--- src/rtl/abs_seq_pkg.sv ---
package abs_seq_pkg;

    typedef enum logic [2:0] {
        ERR_NONE   = 3'd0,
        ERR_BUSY   = 3'd1,
        ERR_NOTSUP = 3'd2,
        ERR_EXCEPT = 3'd3,
        ERR_HALT   = 3'd4
    } err_e;

    typedef enum logic [1:0] {
        XFER_NONE,
        XFER_GPR,
        XFER_FPR,
        XFER_CSR
    } xfer_e;

    typedef struct packed {
        logic [7:0]  kind;
        logic        rsv_hi;
        logic [2:0]  size;
        logic        rsv_lo;
        logic        postexec;
        logic        transfer;
        logic        write;
        logic [15:0] regno;
    } cmd_t;

    localparam logic [6:0]  OPC_LOAD   = 7'b0000011;
    localparam logic [6:0]  OPC_STORE  = 7'b0100011;
    localparam logic [6:0]  OPC_FLOAD  = 7'b0000111;
    localparam logic [6:0]  OPC_FSTORE = 7'b0100111;
    localparam logic [6:0]  OPC_SYSTEM = 7'b1110011;
    localparam logic [6:0]  OPC_JAL    = 7'b1101111;
    localparam logic [31:0] INSN_EBREAK = 32'h0010_0073;
    localparam logic [4:0]  GPR_SCRATCH = 5'd8;
    localparam logic [11:0] CSR_DBG_SCRATCH = 12'h7B2;

    function automatic logic [31:0] mk_itype(logic [6:0] opc, logic [2:0] f3,
                                             logic [4:0] rd, logic [4:0] rs1,
                                             logic [11:0] imm);
        return {imm, rs1, f3, rd, opc};
    endfunction

    function automatic logic [31:0] mk_stype(logic [6:0] opc, logic [2:0] f3,
                                             logic [4:0] rs2, logic [4:0] rs1,
                                             logic [11:0] imm);
        return {imm[11:5], rs2, rs1, f3, imm[4:0], opc};
    endfunction

    function automatic logic [31:0] mk_jal_x0(logic [20:0] ofs);
        return {ofs[20], ofs[10:1], ofs[11], ofs[19:12], 5'd0, OPC_JAL};
    endfunction

endpackage

--- src/rtl/abs_cmd_decode.sv ---
module abs_cmd_decode
    import abs_seq_pkg::*;
(
    input  cmd_t  cmd,
    input  logic  target_halted,
    output err_e  dec_err,
    output xfer_e dec_xfer
);
    logic size_ok;

    always_comb begin
        size_ok  = (cmd.size == 3'd2) || (cmd.size == 3'd3);
        dec_err  = ERR_NONE;
        dec_xfer = XFER_NONE;
        if (cmd.kind != 8'd0) begin
            dec_err = ERR_NOTSUP;
        end else if (!target_halted) begin
            dec_err = ERR_HALT;
        end else if (cmd.transfer) begin
            if (cmd.regno < 16'h1000) begin
                dec_xfer = XFER_CSR;
            end else if (cmd.regno < 16'h1020) begin
                dec_xfer = XFER_GPR;
            end else if (cmd.regno < 16'h1040) begin
                dec_xfer = XFER_FPR;
            end else begin
                dec_err = ERR_NOTSUP;
            end
            if (dec_xfer != XFER_NONE && !size_ok) begin
                dec_err = ERR_NOTSUP;
            end
        end
    end
endmodule

--- src/rtl/abs_insn_build.sv ---
module abs_insn_build
    import abs_seq_pkg::*;
#(
    parameter int          ABS_WORDS = 5,
    parameter logic [11:0] DATA_ADDR = 12'h380
) (
    input  xfer_e                         xfer,
    input  logic                          write,
    input  logic                          wide,
    input  logic [4:0]                    regidx,
    input  logic [11:0]                   csr,
    input  logic                          postexec,
    output logic [ABS_WORDS-1:0][31:0]    words
);
    localparam int BODY_MAX = 4;

    logic [31:0] body [BODY_MAX];
    logic [2:0]  nbody;
    logic [2:0]  f3m;
    logic [20:0] jofs;
    logic [31:0] tail;

    always_comb begin
        body  = '{default: '0};
        nbody = 3'd0;
        f3m   = wide ? 3'b011 : 3'b010;
        unique case (xfer)
            XFER_GPR: begin
                body[0] = write ? mk_itype(OPC_LOAD, f3m, regidx, 5'd0, DATA_ADDR)
                                : mk_stype(OPC_STORE, f3m, regidx, 5'd0, DATA_ADDR);
                nbody = 3'd1;
            end
            XFER_FPR: begin
                body[0] = write ? mk_itype(OPC_FLOAD, f3m, regidx, 5'd0, DATA_ADDR)
                                : mk_stype(OPC_FSTORE, f3m, regidx, 5'd0, DATA_ADDR);
                nbody = 3'd1;
            end
            XFER_CSR: begin
                body[0] = mk_itype(OPC_SYSTEM, 3'b001, 5'd0, GPR_SCRATCH, CSR_DBG_SCRATCH);
                body[1] = write ? mk_itype(OPC_LOAD, f3m, GPR_SCRATCH, 5'd0, DATA_ADDR)
                                : mk_itype(OPC_SYSTEM, 3'b010, GPR_SCRATCH, 5'd0, csr);
                body[2] = write ? mk_itype(OPC_SYSTEM, 3'b001, 5'd0, GPR_SCRATCH, csr)
                                : mk_stype(OPC_STORE, f3m, GPR_SCRATCH, 5'd0, DATA_ADDR);
                body[3] = mk_itype(OPC_SYSTEM, 3'b010, GPR_SCRATCH, 5'd0, CSR_DBG_SCRATCH);
                nbody = 3'd4;
            end
            default: nbody = 3'd0;
        endcase
        jofs = 21'(4 * ABS_WORDS) - {16'd0, nbody, 2'b00};
        tail = postexec ? mk_jal_x0(jofs) : INSN_EBREAK;
    end

    for (genvar k = 0; k < ABS_WORDS; k++) begin : g_slot
        if (k < BODY_MAX) begin : g_body
            assign words[k] = (k < int'(nbody))  ? body[k] :
                              (k == int'(nbody)) ? tail : 32'd0;
        end else begin : g_tail
            assign words[k] = (k == int'(nbody)) ? tail : 32'd0;
        end
    end
endmodule

--- src/rtl/abs_cmd_sequencer.sv ---
module abs_cmd_sequencer
    import abs_seq_pkg::*;
#(
    parameter int          NHARTS    = 4,
    parameter int          ABS_WORDS = 5,
    parameter logic [11:0] DATA_ADDR = 12'h380,
    localparam int         HSEL_W    = (NHARTS > 1) ? $clog2(NHARTS) : 1,
    localparam int         IDX_W     = $clog2(ABS_WORDS)
) (
    input  logic              clk,
    input  logic              rst_n,
    input  logic              wr_en,
    input  logic              wr_sel,
    input  logic [31:0]       wr_data,
    input  logic [HSEL_W-1:0] hart_sel,
    input  logic [NHARTS-1:0] hart_halted,
    input  logic              halt_ack,
    output logic              busy,
    output logic [2:0]        cmd_err,
    output logic [NHARTS-1:0] go,
    input  logic [IDX_W-1:0]  buf_idx,
    output logic [31:0]       buf_word
);
    typedef struct packed {
        logic                         busy;
        err_e                         err;
        logic [NHARTS-1:0]            go;
        logic [ABS_WORDS-1:0][31:0]   ibuf;
    } state_t;

    state_t state_d, state_q;

    cmd_t                       cmd;
    err_e                       dec_err;
    xfer_e                      dec_xfer;
    logic [NHARTS-1:0]          sel_vec;
    logic                       target_halted;
    logic [ABS_WORDS-1:0][31:0] new_words;
    logic                       cmd_wr, stat_wr;
    logic                       unused_rsv;

    assign cmd        = cmd_t'(wr_data);
    assign unused_rsv = cmd.rsv_hi ^ cmd.rsv_lo;

    for (genvar h = 0; h < NHARTS; h++) begin : g_sel
        assign sel_vec[h] = (hart_sel == HSEL_W'(h));
    end
    assign target_halted = |(sel_vec & hart_halted);

    abs_cmd_decode u_decode (
        .cmd           (cmd),
        .target_halted (target_halted),
        .dec_err       (dec_err),
        .dec_xfer      (dec_xfer)
    );

    abs_insn_build #(
        .ABS_WORDS (ABS_WORDS),
        .DATA_ADDR (DATA_ADDR)
    ) u_build (
        .xfer     (dec_xfer),
        .write    (cmd.write),
        .wide     (cmd.size == 3'd3),
        .regidx   (cmd.regno[4:0]),
        .csr      (cmd.regno[11:0]),
        .postexec (cmd.postexec),
        .words    (new_words)
    );

    always_comb begin
        state_d = state_q;
        cmd_wr  = wr_en && !wr_sel;
        stat_wr = wr_en && wr_sel;
        if (halt_ack && state_q.busy) begin
            state_d.busy = 1'b0;
            state_d.go   = '0;
        end
        if (stat_wr) begin
            state_d.err = err_e'(state_q.err & ~wr_data[2:0]);
        end else if (cmd_wr && state_q.err == ERR_NONE) begin
            if (state_q.busy) begin
                state_d.err = ERR_BUSY;
            end else if (dec_err != ERR_NONE) begin
                state_d.err = dec_err;
            end else begin
                state_d.ibuf = new_words;
                state_d.busy = 1'b1;
                state_d.go   = sel_vec;
            end
        end
    end

    always_ff @(posedge clk) begin
        if (!rst_n) begin
            state_q <= '0;
        end else begin
            state_q <= state_d;
        end
    end

    assign busy     = state_q.busy;
    assign cmd_err  = state_q.err;
    assign go       = state_q.go;
    assign buf_word = (int'(buf_idx) < ABS_WORDS) ? state_q.ibuf[buf_idx] : 32'd0;
endmodule

--- config.mk ---
export PLATFORM = sky130hd
export DESIGN_NAME = abs_cmd_sequencer
export DESIGN_NICKNAME = d
export VERILOG_FILES = /design/src/rtl/abs_seq_pkg.sv /design/src/rtl/abs_cmd_decode.sv /design/src/rtl/abs_insn_build.sv /design/src/rtl/abs_cmd_sequencer.sv
export SDC_FILE = /design/constraint.sdc
export NUM_CORES = 1
export LEC_CHECK = 0
export ABC_AREA = 1
export BUFFER_PORTS_ARGS = -buffer_cell sky130_fd_sc_hd__buf_2
export CAP_MARGIN = 40
export CORE_MARGIN = 4
export CORE_UTILIZATION = 30
export CTS_CLUSTER_DIAMETER = 30
export DETAILED_ROUTE_END_ITERATION = 12
export PLACE_DENSITY = 0.58
export SYNTH_ARGS = -nofsm -noshare
export SYNTH_HDL_FRONTEND = slang
export SYNTH_SLANG_ARGS = --single-unit
--- constraint.sdc ---
create_clock -name clk -period 2.43 [get_ports clk]
set_input_delay 0.3645 -clock clk [delete_from_list [all_inputs] [get_ports clk]]
set_output_delay 0.3645 -clock clk [all_outputs]
set_load 0.02 [all_outputs]
; Yosys cells after proc, flatten, opt, wreduce, memory -nomap -nowiden
; Index checks and enable logic that the tools add are counted.
[totals]
regBits = 168
output_inout_bits = 40
[op_classes]
add_sub_neg = 1
n_lt_le_gt_ge = 9
eq_ne = 12
muxes = 49
n_bitwise = 6
reduce_logical = 20
[op_table]
columns = op, count
row1 = $mux 164, 3
row2 = $mux 32, 14
row3 = $mux 168, 1
row4 = $bmux 32 s3, 1
row5 = $mux 96, 1
row6 = $pmux 32 s3, 1
row7 = $mux 25, 2
row8 = $lt 16x13->1 const B, 3
row9 = $mux 3, 9
row10 = $mux 2, 10
row11 = $eq 3x3->1 const A, 3
row12 = $eq 2x2->1 const B, 4
row13 = $reduce_bool 8->1, 1
row14 = $eq 3x2->1 const B, 2
row15 = $logic_not 3->1, 2
row16 = $lt 1x3->1 const A, 2
row17 = $lt 2x3->1 const A, 2
row18 = $pmux 3 s2, 1
row19 = $reduce_bool 3->1, 2
row20 = $sub 5x5->6 const A, 1
row21 = $logic_and 1x1->1, 5
row22 = $mux 1, 5
row23 = $and 4x4->4, 1
row24 = $eq 2x1->1 const B, 2
row25 = other kinds (15), 19

; Longest topological paths before layout
; Gate-level depths: netlist of run 1.
[depth]
word_depth = 21
mapped_depth = 17
ltp_nobuf = 17

; By module
; Synthesis of run 1 repeated with hierarchy kept, for this count alone.
[hier_totals]
hier_cells = 1360
area_unflattened_um2 = 9008.6
[modules_own_cells]
columns = mod, instances, cells_each, area_each_um2, seq_area_each_um2
row1 = abs_cmd_sequencer, 1, 1099, 7475.9, 3363.2
row2 = abs_insn_build, 1, 224, 1375.1, 0.0
row3 = abs_cmd_decode, 1, 37, 157.7, 0.0

; Worst setup path before layout of run 1
; No wires, ideal clock.
[synth_path]
path_kind = input port to flip-flop
start = input hart_sel[1]
end = register state_q[61] in the netlist's numbering
setup_time_ps = 70
t_arrival_ps = 2350
required_time_ps = 2360
path_slack_ps = 10
stages = 15
path_buffers = 2
cell_sequence = inv_1 nor2_1 nand2_1 nand2_1 nor2_4 nor2_2 nand2_1 a21oi_1 ha_1 buf_2 clkinv_1 clkbuf_1 a211oi_1 nand3_1 a21oi_1
[synth_via]
elab_chain_len = 12
[synth_lines]
columns = element, line_no
row1 = start: declaration, abs_cmd_sequencer.sv:15  ; input logic [HSEL_W-1:0] hart_sel,
row2 = $eq 2x1->1 (tied with other cells), abs_cmd_sequencer.sv:46  ; assign sel_vec[h] = (hart_sel == HSEL_W'(h));
row3 = $and 4x4->4 *, abs_cmd_sequencer.sv:48  ; assign target_halted = |(sel_vec & hart_halted);
row4 = $reduce_or 4->1 *, abs_cmd_sequencer.sv:48
row5 = $mux 2, abs_cmd_decode.sv:17  ; end else if (!target_halted) begin
row6 = $mux 2, abs_cmd_decode.sv:15  ; if (cmd.kind != 8'd0) begin
row7 = $eq 2x1->1 / $eq 2x2->1 (equally long branches), abs_insn_build.sv:27  ; unique case (xfer)
row8 = $reduce_or 2->1 (no source line), -
row9 = $pmux 3 s2, abs_insn_build.sv:27
row10 = $sub 5x5->6, abs_insn_build.sv:49  ; jofs = 21'(4 * ABS_WORDS) - {16'd0, nbody, 2'b00};
row11 = $mux 32, abs_insn_build.sv:50  ; tail = postexec ? mk_jal_x0(jofs) : INSN_EBREAK;
row12 = $mux 32, abs_insn_build.sv:56  ; (k == int'(nbody)) ? tail : 32'd0;
row13 = $mux 32, abs_insn_build.sv:55  ; assign words[k] = (k < int'(nbody)) ? body[k] :
row14 = end signal: assignment, abs_cmd_sequencer.sv:97  ; state_q <= state_d;
row15 = end: declaration, abs_cmd_sequencer.sv:31  ; state_t state_d, state_q;
; Every way passes the cells marked *; elsewhere a longest branch is shown, timed or not.
; A chain may end at the register's enable or synchronous reset.

; Final worst setup path of run 1
[layout_path]
start = input hart_sel[1]
end = register state_q[24] in the netlist's numbering
; Same word-level chain as after synthesis.

==> results.md, run 1 <==
Status:
- The run finished with clean final reports.

Timing:
- Setup repair after global routing could not meet its margin everywhere.
- The slew at the pin closest to its max-slew limit is 0.5483 ns.
- The summed negative setup slack over all endpoints is 0 ns.
- After layout, the worst path uses 89.63% of the clock period.
- The final count of hold timing violations is 0.
- The number of max-slew violations in the final report is 0.
- For the final database, setup skew stands at 0.003443 ns.
- Measured against its own limit, the worst slew margin works out to 63.45%.
- Setup violations remaining at the end of the flow were counted as 0.
- Across all setup checks in the final design, the least slack found is 0.2521 ns.
- The achievable clock frequency is 459.2 MHz.
- The worst path in the final design needs a cycle of 2.178 ns, including I/O delays and setup.

Detailed routing:
- The routed layout has 4158 vias.
- In this run, the number of DRC markers left after iteration 0 of detailed routing was 428.
- The number of nets with antenna violations after detailed routing is 0.
- The via density per instance is 4.892.
- After detailed routing, the number of remaining DRC violations is 0.
- In the final routed layout, each cell accounts on average for 14.60 um.
- Summed over all layers, the routed wires come to 12410 um.
- The number of iterations in the first detailed-routing pass is 5.

Critical path:
- The critical path ends at state_q[24].
- The critical path depth in cells is 17.
- The worst setup path is launched from an input port.
- The beginning of the critical path is hart_sel[1].
- The combined buffer and inverter count along the critical path is 6.
- The critical path goes through buf_2 > inv_1 > nor2_1 > nand2_1 > nand2_1 > nor2_4 > nor2_2 > nand2_1 > nor2_1 > buf_4 > inv_1 > ha_1 > buf_4 > inv_1 > o32ai_1 > nand3_1 > a21oi_1.
- The reg-to-reg startpoint is cmd_err[2].
- The classification of the worst setup path is input port to flip-flop.
- The reg2reg setup slack is 0.80 ns.
- The slowest stage of the critical path is the ha_1 cell.
- The biggest fanout along the worst timing path is 7.
- The stage delay of the slowest cell on the critical path is 0.29 ns.
- In this run the critical register-to-register path is captured at state_q[5].
- Data arrives at the worst endpoint at 2.43 ns.
- The number of cells on the worst reg-to-reg path is 8.
- The worst setup path is captured at a flip-flop.
- STA puts the critical path data required time at 2.69 ns.
- The cell family contributing the most delay on the critical path is buffers and inverters.

Clocking:
- The root buffer selected by CTS is clkbuf_16.
- After clock tree synthesis, the clock-pin slew on the worst setup and hold paths is 0.05 ns.
- The count of H-tree levels built during CTS is 3.
- Buffers added to address setup during post-CTS repair amount to 0.
- The CTS tree is yes.
- For this design, the sink count on the clock tree is 63.
- The clock tree buffer depth is 2.
- Buffers inserted during clock tree synthesis total 9.
- At the later pin of the worst-skew pair, clock insertion delay measures 0.33 ns.

Power and ir drop:
- Across the VDD grid, the largest voltage drop is 0.2423 mV.
- The total power density per cell area is 533.6 nW/um2.
- For this design the static power due to leakage is 2.115 nW.

Placement:
- The placer's final routability congestion estimate is 0.8572.
- In this run the tool buffered the top-level ports with 78 buffer cells.
- The half-perimeter wire length after placement is 9144 um.
- The worst slack after detailed placement is -0.05060 ns.

Final layout:
- The net count of the finished layout is 730.
- The number of antenna diodes in the final layout is 0.
- Leaving out fill and tap cells, the most frequent cell in the layout is nand2_1.
- The library cells used most frequently in the layout, excluding fill and tap cells, are nand2_1 (125), buf_2 (78), nor2_1 (71), a21oi_1 (63), dfxtp_1 (63).
- The filler cells instantiated in the layout total 1348.
- Relative to the synthesized area, the layout overhead comes to 25.57%.
- The fraction of layout instances using a drive strength above 1 is 23.17%.

Synth:
- Yosys printed 0 warnings.
- The total standard cell area after synthesis is 3826 um2.
- The number of instances in the synthesized netlist is 589.
- After synthesis, flip-flops and latches occupy 32.96% of the total area.
- The mean instance size in the synthesized netlist is 6.496 um2.
- The synthesized netlist contains 40 unique library cells.
- The register bit total from synthesis is 63.

Floorplan:
- The placeable core area is 12260 um2.
- For this configuration, the core starts out at a cell density of 31.20%.
- During I/O placement, the number of pins put on the boundary was 86.
- The row count is 40.
- The die covers 14630 um2.
- The die width is 120.9 um.
- The die boundary height is 120.9 um.

Flow run:
- The max capacitance violation total is 0.

GRT:
- The via count of the first global-routing pass is 3899.
- The number of antenna violations at the first check in global routing is 0.
- The global-route usage over all layers is 17.21%.
- The wire length of the first global-routing pass is 20000 um.
- The remaining global-route overflow is 0.
- Entering global routing, the biggest net connects 52 pins.

Hold path:
- In this run the worst hold path is classified as input port to flip-flop.
## where the power goes
part           internal [mW]  switching (mW)  total [mW]
clock network          0.800           0.455        1.25
logic                 0.0888           0.184       0.272
registers               1.04         0.00128        1.04
total                   1.92           0.640        2.56
## timing repair
item	in CTS	in global routing
gates resized for setup	0	5
setup endpoints to repair	0	2
hold buffers	0	0
## worst register-to-register path: stages (launching register included)
cell     delay, ns
dfxtp_1       0.34
nor2_1        0.15
nand3_2       0.15
nor2_2        0.17
inv_1         0.10
nor2_4        0.30
nand2_2       0.14
nor2_2        0.13
nor2_1        0.05
## cell type report
type / instances / area [um2] / area share [%]
multi-input combinational: 420 / 2093 / 43.57
sequential: 63 / 1261 / 26.25
timing repair buffer: 117 / 695.7 / 14.48
clock buffer: 14 / 284.0 / 5.911
inverter: 66 / 247.7 / 5.156
tap: 168 / 210.2 / 4.375
clock inverter: 2 / 12.51 / 0.2604
## flip-flops by register name (all words and copies together), names as in the netlist
| signal | cells |
|---|---|
| state_q | 55 |
| go | 4 |
| cmd_err | 3 |
| busy | 1 |
## cell families (layout without fill, tap and decap cells)
kind of cell	Yosys count	count (layout)	synth area share, %
compound gates	134	134	20.73
fa+ha+maj	7	7	2.289
buf+inv	110	199	13.08
flops	63	63	32.96
other cells	1	5	0.09801
simple gates	274	274	30.84
## cells in the mapped netlist
master | count | area, um2
buf_6 | 2 | 22.52
a221oi_1 | 1 | 8.760
nor2_1 | 74 | 277.8
o32ai_1 | 1 | 8.760
a21oi_1 | 64 | 320.3
nand2_2 | 2 | 12.51
a211oi_1 | 10 | 75.07
o21ai_0 | 23 | 115.1
a32o_1 | 1 | 10.01
o31ai_1 | 5 | 37.54
o21ai_1 | 8 | 40.04
nor4_1 | 5 | 31.28
a31oi_1 | 1 | 6.260
a22oi_1 | 2 | 15.01
nor2_4 | 3 | 33.78
clkbuf_1 | 18 | 67.56
o311ai_0 | 1 | 8.760
a31o_2 | 1 | 8.760
inv_2 | 3 | 11.26
o221ai_1 | 3 | 26.28
o21a_1 | 2 | 15.01
nor2_2 | 6 | 37.54
nor3_1 | 5 | 25.02
a21boi_2 | 1 | 11.26
buf_2 | 7 | 35.03
inv_1 | 59 | 221.5
clkinv_1 | 4 | 15.01
a22o_1 | 1 | 8.760
conb_1 | 1 | 3.750
nand3b_1 | 1 | 7.510
nand2_1 | 126 | 473.0
a311oi_1 | 3 | 26.28
a2111oi_0 | 5 | 43.79
nand3_1 | 47 | 235.2
o211ai_1 | 1 | 7.510
or2_2 | 1 | 6.260
ha_1 | 7 | 87.58
nand3_2 | 4 | 40.04
buf_4 | 17 | 127.6
dfxtp_1 | 63 | 1261
## layer usage
layer	GRT usage (%)	vias to the layer above	routed length, um
li1	-	2107	-
met3	3.730	13	857
met1	23.79	1914	5764
met5	0	-	0
met4	5.524	0	197
met2	26.64	124	5593
## how the worst min path moves through the flow
stage | start | depth (start not counted) | end | slack, ns
final | halt_ack | 4 | busy | 0.32
after global routing | halt_ack | 4 | busy | 0.32
after CTS | halt_ack | 4 | busy | 0.31
after detailed placement | state_q[56] | 2 | state_q[56] | 0.45
after global placement | state_q[87] | 2 | state_q[87] | 0.45
after floorplan | state_q[152] | 2 | state_q[152] | 0.43
## stage by stage
stage	power [mW]	std cells	hold slack, ns	instance area (um2)	util, %
after CTS	2.586	850	0.3107	4791	39.07
after global placement	1.327	834	0.4512	4494	36.65
after floorplan	1.218	593	0.4332	3841	-
final	2.564	850	0.3200	4805	39.18
after detailed placement	1.329	834	0.4549	4494	36.65
after global routing	2.651	850	0.3243	4805	39.18
No activity file was read; power rests on OpenSTA's default activity.
==> run 2, diff against run 1 <==
- PLACE_DENSITY: 0.58 -> 0.56
- clock period: 2.43 -> 2.05 ns (I/O delays scaled with it)
==> run 2 against run 1 <==
  * The flow now finishes with violations (negative setup slack)
  * Die area unchanged
  * Clock-buffer cell count fell by 2
  * Combinational power rose by 34%
  * Largest power group unchanged
  * Highest routed layer unchanged
==> results.md, run 2 (synthesis results as in run 1) <==
Final layout:
- In the layout the commonest cells are nand2_1 (119), buf_2 (74), nor2_1 (62), a21oi_1 (62), dfxtp_1 (62).
- The count of fill cells added during filler insertion is 1262.
- The register with the most flip-flops in the final layout is state_q.
- The count of cells in the finished layout, fillers not included, comes to 864.
- The final net count is 745.
- The design area is 5354 um2.
- The fraction of layout instances using a drive strength above 1 is 32.90%.
- The area growth from synthesis to layout is 39.93%.
- The most common cell after layout, fill and taps aside is nand2_1.
- The end-of-flow core utilization is 43.66%.
- The number of antenna cells inserted is 0.
- The flip-flop count of the largest register, all copies and words added is 55.

Floorplan:
- The area of the die is 14630 um2.
- During I/O placement, the number of pins put on the boundary was 86.
- For this configuration, the core starts out at a cell density of 31.20%.
- The die boundary height is 120.9 um.
- The row count is 40.
- The die is 120.9 um wide.
- The placeable core area is 12260 um2.

Detailed routing:
- The average routed wire per standard cell is 15.00 um.
- Wire segments on met2 add up to 5974 um in the final route.
- In this run the top signal layer used is met4.
- Once detail routing completed, the nets flagged for antenna violations numbered 0.
- The met3 routed wirelength is 866 um.
- Wires add up to 12960 um.
- After detailed routing, the number of remaining DRC violations is 0.
- The total vias in the final route is 4237.
- Dividing the detail-routed via count by the number of cells gives 4.904.
- The first detailed-routing pass took 4 iterations.
- After the first detailed-routing iteration, the DRC count stood at 357.
- The routed metal-1 wire length is 5901 um.

Critical path:
- The reg2reg setup slack is 0.43 ns.
- The required time reported for the critical path endpoint is 2.31 ns.
- Counting cells, the worst reg-to-reg path comes to 6.
- The critical path startpoint category is an input port.
- Data arrives at the worst endpoint at 2.34 ns.
- The worst setup path is captured at a flip-flop.
- The classification of the worst setup path is input port to flip-flop.
- Along the worst path, the maximum fanout reaches 9.

Clocking:
- The number of clock sinks is 63.
- After clock tree synthesis, the clock-pin slew on the worst setup and hold paths is 0.05 ns.
- The number of hold buffers added after cts is 0.
- In this run the clock root is driven by a clkbuf_16.
- The CTS tree is yes.
- The H-tree generated during clock tree synthesis spans 3 levels.
- The insertion delay of the later-clocked pin in the worst-skew pair is 0.33 ns.
- The clock tree buffer depth is 2.
- Buffers inserted during clock tree synthesis total 9.

Timing:
- The share of the cycle needed by the critical path after routing is 101.3%.
- The time the worst path needs with I/O delays and setup is 2.076 ns.
- Setup violations remaining at the end of the flow were counted as 1.
- The final worst-path setup slack is -0.02625 ns.
- Hold timing on the final database bottoms out at a slack of 0.2529 ns.
- The number of max-slew violations in the final report is 0.
- The final count of hold timing violations is 0.
- For the final database, setup skew stands at 0.007145 ns.
- Setup repair after global routing could not meet its margin everywhere.
- The achievable clock frequency is 481.6 MHz.

Power and ir drop:
- The static leakage is 2.275 nW.
- The maximum vdd ir drop is 0.3731 mV.
- In this run the power density over the cells is 610.1 nW/um2.
- The post-layout total power is 3.266 mW.

GRT:
- The via count of the first global-routing pass is 4021.
- The remaining global-route overflow is 0.
- Entering global routing, the biggest net connects 48 pins.
- In the global route stage, overall resource usage came out at 17.31%.
- The number of antenna violations at the first check in global routing is 0.
- The wire length of the first global-routing pass is 20000 um.

Hold path:
- The worst hold path passes through 4 cells.
- In this run the worst hold path is classified as input port to flip-flop.

Status:
- The final reports fail on negative setup slack.
- The flow ran to the end, but the final reports show violations.

Placement:
- The congestion estimate from routability-driven global placement came to 0.8559.
- Input and output buffers added on the ports amount to 78.
- The number of placed instances with taps included is 844.
- In this run the cell area measured after placement is 4726 um2.
- After legalization and detailed placement, the total HPWL measured 9491 um.

Flow run:
- Across the run, the number of max-cap violations was 0.
## run 2: cell count changes in the layout (fill, tap and decap cells not counted), moves of 7 or more
cell / change
inv_1: -12
inv_2: +9
nor2_1: -9
nor2_4: +8
buf_4: +7
## run 2: final cells by class
type	count	area (um2)	area share, %
clock inverters	3	65.06	1.215
flip-flops and latches	63	1262	23.58
clock buffers	12	266.5	4.978
inverters	66	262.8	4.908
repair inverters	1	6.256	0.1168
repair buffers	131	895.9	16.73
well taps	168	210.2	3.926
multi-input cells	420	2385	44.54
## run 2: worst max-delay path: stages
cell,delay [ns]
buf_2,0.10
inv_2,0.05
nand2_2,0.07
nor2_4,0.09
nand3_2,0.08
nand3b_1,0.22
a21oi_4,0.26
buf_6,0.15
ha_4,0.20
clkinv_4,0.12
nor4_1,0.36
nand3_1,0.16
a21oi_1,0.15
## run 2: report_power, final
part           internal, mW  switching [mW]
logic                 0.129           0.237
registers              1.23         0.00158
clock network          1.15           0.519
## run 2: timing repair
item                       4_1_cts  5_1_grt
gates cloned                     0        1
setup buffers                    0        4
setup endpoints to repair        2       36
resized for setup                2       65
pin swaps                        0       20
## run 2: worst paths after layout
| check | from | to |
|---|---|---|
| min reg2reg | state_q[87] | state_q[87] |
| min | halt_ack | busy |
| max | wr_data[11] | state_q[89] |
| max reg2reg | cmd_err[2] | state_q[85] |
## run 2: metrics by stage
step	TNS, ns	setup WS (ns)
2_1_floorplan	-0.007085	-0.007085
3_3_place_gp	-5.845	-0.2484
3_5_place_dp	-9.159	-0.3476
4_1_cts	0	0.006291
5_1_grt	-0.3793	-0.08575
6_report	-0.02625	-0.02625
## run 2: routing by layer
layer / global-route usage [%] / vias to the layer above
met5: 0 / -
met4: 5.949 / 0
met3: 3.590 / 17
met2: 26.50 / 151
met1: 24.11 / 1936
li1: - / 2133
==> run 3, diff against run 2 <==
- CTS_BUF_LIST: default -> sky130_fd_sc_hd__clkbuf_8
==> run 3 against run 2 <==
  * Via count shrank 0.26%
  * Sequential power about the same
  * Critical endpoint unchanged
  * Total power fell by 13%
  * The run now ends clean
  * Non-clock buffer count is 1 lower
  * Register-to-register slack barely moved
  * Setup slack improved by 0.034 ns
  * Routed wire length is 0.76% lower
==> results.md, run 3 (synthesis results as in run 1) <==
Detailed routing:
- The via density per instance is 4.897.
- After the first detailed-routing iteration, the DRC count stood at 348.
- The total length of routed wires is 12860 um.
- For this run, design rule violations remaining after detail routing come to 0.
- After detailed routing, the average wire length per cell comes to 14.90 um.
- Summing over every cut layer, the via total after detailed routing is 4226.
- The pre-antenna-repair detailed-routing pass consisted of 5 iterations.
- The number of nets with antenna violations after detailed routing is 0.

Critical path:
- The reg2reg setup slack is 0.42 ns.
- Counting cells, the worst reg-to-reg path comes to 8.
- The startpoint identified for the worst register-to-register timing path is cmd_err[2].
- On the worst path, the slowest cell contributes a delay of 0.34 ns.
- The kind of cell adding the most delay to the critical path is simple AND/OR/NAND/NOR gates.
- The setup path with the least slack is of type input port to flip-flop.
- The capturing element type of the critical path is a flip-flop.
- The combined buffer and inverter count along the critical path is 4.
- The arrival time of the worst setup path is 2.33 ns.
- Walking the worst path, the cells encountered are buf_2 > inv_1 > nand2_2 > nor2_4 > nand3_2 > nand3b_1 > a21oi_4 > buf_6 > ha_4 > clkinv_4 > nor4_1 > nand3_1 > a21oi_1.
- Tracing the worst setup path back leads to its startpoint at wr_data[15].
- The required time reported for the critical path endpoint is 2.34 ns.
- The biggest fanout along the worst timing path is 9.
- The worst register-to-register path ends at state_q[1].
- The slowest stage of the critical path is the nor4_1 cell.
- The critical path startpoint category is an input port.

Clocking:
- The count of H-tree levels built during CTS is 3.
- Clock tree synthesis inserted a total of 9 buffers.
- Clock-pin slew was measured on the worst setup and hold paths at 0.07 ns.
- The number of clock sinks is 63.
- The later pin in the worst-skew pair is clocked with a latency of 0.35 ns.
- The root buffer selected by CTS is clkbuf_8.
- The clock tree buffer depth is 2.
- Hold repair after CTS inserted 0 buffers.
- TritonCTS built the clock tree.

Timing:
- The time the worst path needs with I/O delays and setup is 2.042 ns.
- Setup repair after global routing could not meet its margin everywhere.
- Setup violations remaining at the end of the flow were counted as 0.
- The tightest hold margin is 0.2248 ns.
- The number of max-slew violations in the final report is 0.
- Based on the critical path, the design can be clocked at up to 489.6 MHz.
- The final count of hold timing violations was 0.
- After layout, the worst path uses 99.63% of the clock period.
- The final setup skew is 0.01400 ns.

Final layout:
- The final net count is 744.
- The number of antenna cells inserted is 0.
- Leaving out fill and tap cells, the most frequent cells in the layout are nand2_1 (120), buf_2 (78), nor2_1 (62), a21oi_1 (62), dfxtp_1 (62).
- Summing all non-filler instances in the final layout gives an area of 5196 um2.
- The area growth from synthesis to layout is 35.81%.
- The count of cells in the finished layout, fillers not included, comes to 863.
- The post-route netlist has 31.80% of its cells at a drive strength greater than 1.
- The end-of-flow core utilization is 42.38%.
- The register with the most flip-flops in the layout has 55 of them.
- The most common cell after layout, fill and taps aside is nand2_1.
- The register ranked first by flip-flop count is state_q.

Placement:
- The placer's final routability congestion estimate is 0.8559.
- Including well taps, the total number of placed cells is 844.
- The number of port buffers is 78.
- The instance area at placement is 4726 um2.
- Detailed placement finished with a half-perimeter wire length of 9491 um.

Floorplan:
- The die covers 14630 um2.
- In this run the horizontal extent of the chip is 120.9 um.
- The die boundary height is 120.9 um.
- The row count is 40.
- The placeable core area is 12260 um2.
- During I/O placement, the number of pins put on the boundary was 86.
- The initial utilization of the core area, before any placement, comes to 31.20%.

GRT:
- The largest net degree at the start of global routing is 48.
- For this run the aggregate overflow at the end of global routing stands at 0.
- The global-route usage over all layers is 17.21%.
- The number of antenna violations at the first check in global routing was 0.
- The first global-routing pass estimated 19950 um of wire.
- The via count of the first global-routing pass is 4008.

Flow run:
- The max capacitance violation total is 0.

Hold path:
- The class of the tightest hold or removal check is input port to flip-flop.
- The path with the worst hold slack has its endpoint at busy.
- The instance count along the most critical hold path is 4.
- The worst min-delay path startpoint is halt_ack.

Status:
- The flow ran to the end, and the final reports show no timing, DRC or antenna violations.

Power and ir drop:
- IR analysis of the VDD net gives a maximum drop of 0.3121 mV.
- For this design the ratio of total power to cell area is 545.9 nW/um2.
- The post-layout total power is 2.837 mW.
- The static leakage is 2.215 nW.
## run 3: cell count changes in the layout (fill, tap and decap cells not counted), moves of 3 or more
cell / previous run / this run
clkbuf_16: 9 / 0
clkbuf_8: 3 / 12
buf_2: 74 / 78
buf_6: 6 / 2
inv_1: 47 / 50
inv_4: 5 / 2
## run 3: what timing repair did
action	CTS	global route
pin swaps	0	17
endpoints found under the setup margin	1	28
buffers inserted	0	3
cloned	0	1
resized for setup	1	52
## run 3: area by class of cell
class | count | area (um2)
timing repair inverter | 1 | 6.256
clock buffer | 12 | 165.2
sequential | 63 | 1262
clock inverter | 3 | 65.06
multi-input combinational | 420 | 2369
inverter | 66 | 255.2
fill | 1293 | 7066
timing repair buffer | 130 | 863.3
tap | 168 | 210.2
## run 3: routing by layer
layer	share of wire (%)	track usage [%]	vias to the layer above	wire, um
li1	-	-	2126	-
met3	5.7	3.543	19	735
met5	0	0	-	0
met2	45	26.54	146	5810
met1	47	24.05	1935	6101
met4	1.7	5.382	0	215
## run 3: metrics by stage
step	TNS [ns]	setup slack [ns]
2_1_floorplan	-0.007085	-0.007085
3_3_place_gp	-5.845	-0.2484
3_5_place_dp	-9.159	-0.3476
4_1_cts	0	0.01405
5_1_grt	-0.1273	-0.05946
6_report	0	0.007583
## run 3: power breakdown
group | leakage (nW) | internal (mW) | switching, mW
combinational | 1.59 | 0.121 | 0.233
clock | 0.118 | 0.776 | 0.480
sequential | 0.508 | 1.22 | 0.00148
total | 2.22 | 2.12 | 0.715
## run 3: worst min-delay path, cell delays in order
cell     delay [ns]
buf_2          0.09
inv_1          0.04
nand2_1        0.04
a21oi_1        0.05
## run 3: worst max path at each step
stage / endpoint / slack (ns) / cells after the start
after floorplan: state_q[61] / -0.007 / 15
after global placement: state_q[20] / -0.25 / 16
after detailed placement: state_q[20] / -0.35 / 14
after CTS: state_q[20] / 0.01 / 14
after global routing: state_q[89] / -0.06 / 13
final: state_q[89] / 0.008 / 13
